--- config.mk ---
export PLATFORM = sky130hd
export DESIGN_NAME = lrsc_monitor
export DESIGN_NICKNAME = d
export VERILOG_FILES = /design/src/rtl/lrsc_pkg.sv /design/src/rtl/lrsc_word_cmp.sv /design/src/rtl/lrsc_link_reg.sv /design/src/rtl/lrsc_result_stage.sv /design/src/rtl/lrsc_monitor.sv
export SDC_FILE = /design/constraint.sdc
export NUM_CORES = 1
export LEC_CHECK = 0
export ABC_AREA = 1
export BUFFER_PORTS_ARGS = -buffer_cell sky130_fd_sc_hd__buf_2
export CAP_MARGIN = 0
export CORE_UTILIZATION = 40
export CTS_BUF_LIST = sky130_fd_sc_hd__clkbuf_2 sky130_fd_sc_hd__clkbuf_4 sky130_fd_sc_hd__clkbuf_8
export CTS_CLUSTER_SIZE = 40
export DETAILED_ROUTE_END_ITERATION = 6
export MAX_ROUTING_LAYER = met4
export PLACE_DENSITY = 0.65
export SETUP_SLACK_MARGIN = 0.5
export SYNTH_ARGS = -nofsm -noshare
export SYNTH_HDL_FRONTEND = slang
export SYNTH_HIERARCHICAL = 1
export SYNTH_SLANG_ARGS = --single-unit
--- constraint.sdc ---
create_clock -name clk -period 3.32 [get_ports clk]
set_input_delay 0.166 -clock clk [delete_from_list [all_inputs] [get_ports clk]]
set_output_delay 0.166 -clock clk [all_outputs]
set_load 0.05 [all_outputs]
--- src/rtl/lrsc_pkg.sv ---
package lrsc_pkg;
  typedef enum logic [1:0] {
    OPK_OTHER = 2'd0,
    OPK_LR    = 2'd1,
    OPK_SC    = 2'd2,
    OPK_ST    = 2'd3
  } op_kind_e;
endpackage

--- src/rtl/lrsc_word_cmp.sv ---
module lrsc_word_cmp #(
  parameter int TAG_W = 30
) (
  input  logic             probe_en,
  input  logic [TAG_W-1:0] probe_tag,
  input  logic             link_valid,
  input  logic [TAG_W-1:0] link_tag,
  output logic             hit
);
  always_comb hit = probe_en && link_valid && (probe_tag == link_tag);
endmodule

--- src/rtl/lrsc_link_reg.sv ---
module lrsc_link_reg #(
  parameter int TAG_W = 30
) (
  input  logic             clk,
  input  logic             rst_n,
  input  logic             set_en,
  input  logic [TAG_W-1:0] set_tag,
  input  logic             drop_en,
  output logic             link_valid,
  output logic [TAG_W-1:0] link_tag
);
  // a new reservation outranks any drop in the same cycle
  always_ff @(posedge clk) begin
    if (!rst_n) begin
      link_valid <= 1'b0;
      link_tag   <= '0;
    end else if (set_en) begin
      link_valid <= 1'b1;
      link_tag   <= set_tag;
    end else if (drop_en) begin
      link_valid <= 1'b0;
    end
  end
endmodule

--- src/rtl/lrsc_result_stage.sv ---
module lrsc_result_stage #(
  parameter int REG_W = 5
) (
  input  logic             clk,
  input  logic             rst_n,
  input  logic             fire,
  input  logic             pass,
  input  logic [REG_W-1:0] src_reg,
  output logic             result_valid,
  output logic [REG_W-1:0] result_reg,
  output logic             result_data
);
  always_ff @(posedge clk) begin
    if (!rst_n) begin
      result_valid <= 1'b0;
      result_reg   <= '0;
      result_data  <= 1'b0;
    end else begin
      result_valid <= fire;
      if (fire) begin
        result_reg  <= src_reg;
        result_data <= pass;
      end
    end
  end
endmodule

--- src/rtl/lrsc_monitor.sv ---
module lrsc_monitor #(
  parameter int ADDR_W    = 32,
  parameter int REG_W     = 5,
  parameter int GRAIN_LSB = 2
) (
  input  logic              clk,
  input  logic              rst_n,
  input  logic              op_valid,
  input  logic [1:0]        op_kind,
  input  logic [ADDR_W-1:0] op_addr,
  input  logic [REG_W-1:0]  op_src_reg,
  input  logic              exc_entry,
  input  logic              snoop_valid,
  input  logic [ADDR_W-1:0] snoop_addr,
  output logic              sc_pass,
  output logic              mem_we_gated,
  output logic              result_valid,
  output logic [REG_W-1:0]  result_reg,
  output logic              result_data
);
  import lrsc_pkg::*;

  localparam int TAG_W = ADDR_W - GRAIN_LSB;
  localparam int NPROBE = 2; // 0: core operation, 1: snoop

  op_kind_e   kind;
  logic       is_lr, is_sc, is_st;
  logic       link_valid;
  logic [TAG_W-1:0] link_tag;
  logic [NPROBE-1:0] probe_en;
  logic [NPROBE-1:0][TAG_W-1:0] probe_tag;
  logic [NPROBE-1:0] probe_hit;
  logic       race_kill, drop_en;

  always_comb begin
    kind  = op_kind_e'(op_kind);
    is_lr = op_valid && (kind == OPK_LR);
    is_sc = op_valid && (kind == OPK_SC);
    is_st = op_valid && (kind == OPK_ST);
    probe_en[0]  = op_valid;
    probe_tag[0] = op_addr[ADDR_W-1:GRAIN_LSB];
    probe_en[1]  = snoop_valid;
    probe_tag[1] = snoop_addr[ADDR_W-1:GRAIN_LSB];
  end

  for (genvar g = 0; g < NPROBE; g++) begin : g_probe
    lrsc_word_cmp #(.TAG_W(TAG_W)) u_cmp (
      .probe_en  (probe_en[g]),
      .probe_tag (probe_tag[g]),
      .link_valid(link_valid),
      .link_tag  (link_tag),
      .hit       (probe_hit[g])
    );
  end

  always_comb begin
    race_kill    = exc_entry || probe_hit[1];
    sc_pass      = is_sc && probe_hit[0] && !race_kill;
    mem_we_gated = is_st || sc_pass;
    drop_en      = exc_entry || probe_hit[1] || is_sc || (is_st && probe_hit[0]);
  end

  lrsc_link_reg #(.TAG_W(TAG_W)) u_link (
    .clk       (clk),
    .rst_n     (rst_n),
    .set_en    (is_lr),
    .set_tag   (probe_tag[0]),
    .drop_en   (drop_en),
    .link_valid(link_valid),
    .link_tag  (link_tag)
  );

  lrsc_result_stage #(.REG_W(REG_W)) u_res (
    .clk         (clk),
    .rst_n       (rst_n),
    .fire        (is_sc),
    .pass        (sc_pass),
    .src_reg     (op_src_reg),
    .result_valid(result_valid),
    .result_reg  (result_reg),
    .result_data (result_data)
  );
endmodule

==> out/metrics.yaml <==
outcome:
  status: "complete, no violations"
placed_design:
  dp_slack_ps: 1560
  place_congestion: 0.809
  hpwl_um: 4860
  io_buffers: 80
cts:
  cts_hold_buffers: 0
  clkSinkCount: 38
  cts_root_buf: "clkbuf_8"
  numCtsBuffers: 5
  clk_latency_ps: 290
  tritoncts: "done"
  clockBufferDepth: 2
  ctsResizeCount: 0
  clk_pin_slew_ps: 70
  cts_setup_buffers: 0
  h-tree-depth: 2
cells_and_area:
  diodes: 0
  nFillCells: 708
  multi_input_area_sq_mm: 0.00140
  regArea_sq_um: 761
  area_delta_synth_final_pct: 20.0
  largest_register_ffs: 30
  drive_gt1_frac: 0.162
  nets: 663
global_route:
  grt-ovfl-total: 0
  grtUsageTotal: 0.200
  antenna_found_initial: 0
  grt_pass1_wl_um: 11000
  grt_max_degree: 39
  grt_pass1_vias: 2558
yosys:
  ys_types: 16
  synth_area_sq_mm: 0.00265
  syn-instance-count: 509
  synthSimpleGateAreaFrac: 0.438
  synthXorXnorAreaFrac: 0.00662
  synth_mux_area_frac: 0
  synth_compound_area_frac: 0.0851
  syn_avg_cell_area_sq_um: 5.20
  synthAdderAreaFrac: 0
  synth_top_family_by_area: "simple AND/OR/NAND/NOR gates"
  synthesis.nets: 585
  synth_seq_cells: 38
  yosysSeqAreaShare: 0.288
  ys_warn_count: 6
sta:
  drv_slew: 0
  post-route-period-util: 0.624
  finClkSkew_ps: 6.28
  timing.fmax_mhz: 482
  setup_slack_ps: 1250
  finalCriticalPeriod_ps: 2070
  worstMarginPinSlew_ps: 628
  rsz0062_at_grt: "no"
  slew_headroom: 0.581
  finalSetupViolations: 0
  final_hold_viol_count: 0
  tns_ps: 0
worst_setup_path:
  cpPeakStageDelay_ps: 390
  ff2ff_setup_slack_ps: 1690
  cp-end-kind: "output pin"
  crit_required_ps: 3150
  slowest_stage: "dfxtp_1"
  r2r_start: "u_link/link_tag[27]"
  crit_start: "u_link/link_tag[27]"
  start_kind: "register"
  path_buf_inv: 2
  cp_max_fo: 5
  cp.arrival_ps: 1910
  cp_common_cell: "nand2_1"
  crit_family: "simple AND/OR/NAND/NOR gates"
  timing.rr.end: "u_res/result_data"
  critical_path.cell_chain: "inv_1 -> nand2_1 -> nand2_1 -> nor2_1 -> nand2_1 -> nor2_1 -> nand2_1 -> nor2_1 -> nand2_1 -> a21oi_1 -> buf_2"
  path_class: "reg -> out"
  reg2reg_depth: 14
routing:
  routedWlPerCell_um: 9.78
  via_per_inst: 4.30
  firstDrtPassIters: 4
  drc: 0
  antenna_left: 0
  wl_um: 6510
  via_count: 2861
  drtIter0Drc: 121
floorplanning:
  start_util: 0.417
  die_w_um: 83.3
  dieArea_sq_mm: 0.00694
  die_h_um: 83.3
  fp.coreArea_sq_mm: 0.00635
  rows: 29
  num_io_pins: 85
min_path:
  hp-start: "op_addr[28]"
  hold_depth: 3
  hold_end: "u_link/link_tag[26]"
  hp-class: "in -> reg"
power:
  powerDensity_mw_per_mm2: 336
  leakage_nw: 1.87
  peakVddDrop_mv: 0.155
run:
  cap_violations: 0
power breakdown:
| part | internal, mW | total (mW) | switching, mW |
|---|---|---|---|
| logic | 0.0893 | 0.222 | 0.133 |
| clock network | 0.176 | 0.342 | 0.167 |
| registers | 0.479 | 0.501 | 0.0223 |
| total | 0.744 | 1.07 | 0.322 |
worst max-delay path by stage:
stage,end,slack [ps],depth (start not counted)
finish,mem_we_gated,1250,11
global route,mem_we_gated,1000,11
CTS,mem_we_gated,1230,11
detailed placement,mem_we_gated,1560,11
global placement,mem_we_gated,1570,11
floorplan,mem_we_gated,1420,10
area by class of cell:
type | instances | area share
clock buffers | 7 | 0.0284
well taps | 77 | 0.0304
multi-input cells | 351 | 0.441
flip-flops and latches | 38 | 0.240
inverters | 110 | 0.130
clock inverters | 1 | 0.00158
repair buffers | 81 | 0.128
synth_stat cells, drive strengths merged:
cell type  instances  share of area
buf                4          0.012
a21oi              2         0.0038
nand2            173           0.25
nor2             129           0.19
nand3              2         0.0038
dfxtp             38           0.29
clkbuf             6          0.014
inv              110           0.16
xnor2              2         0.0066
o21ai             43          0.081
per-layer routing:
layer  global-route usage  wire (um)
met2                0.329       2900
met1                0.251       3140
met4               0.0596         99
met5                    -          0
met3               0.0358        362
worst reg2reg max path: cells and delay by family (launching register included):
family	cells	cell delay [ps]
AND/OR/NAND/NOR	12	1080
buffers and inverters	2	90
flip-flops	1	390
through the flow:
step	cells	total power [mW]	instance area [sq um]	utilization	hold slack (ps)
CTS	665	1.08	3170	0.500	107
global placement	657	0.732	3080	0.485	406
finish	665	1.07	3170	0.500	112
detailed placement	657	0.736	3080	0.485	414
global route	665	1.14	3170	0.500	124
floorplan	509	0.650	2650	-	264
cells by family after synthesis:
group / after synthesis
AO/OA/AOI/OAI: 45
AND/OR/NAND/NOR: 304
flip-flops: 38
XOR/XNOR: 2
buffers and inverters: 120
layout by cell type, fill, tap and decap left out:
master,count
nand2_1,172
nor2_1,126
inv_1,108
buf_2,80
o21ai_0,43
dfxtp_1,38
clkbuf_8,6
nor2_2,2
inv_2,2
a21oi_1,2
xnor2_1,2
nand3_1,2
nand2_2,1
nor2_4,1
clkinv_2,1
clkbuf_4,1
buf_4,1
Note: power is estimated with default switching activity, not from simulation.
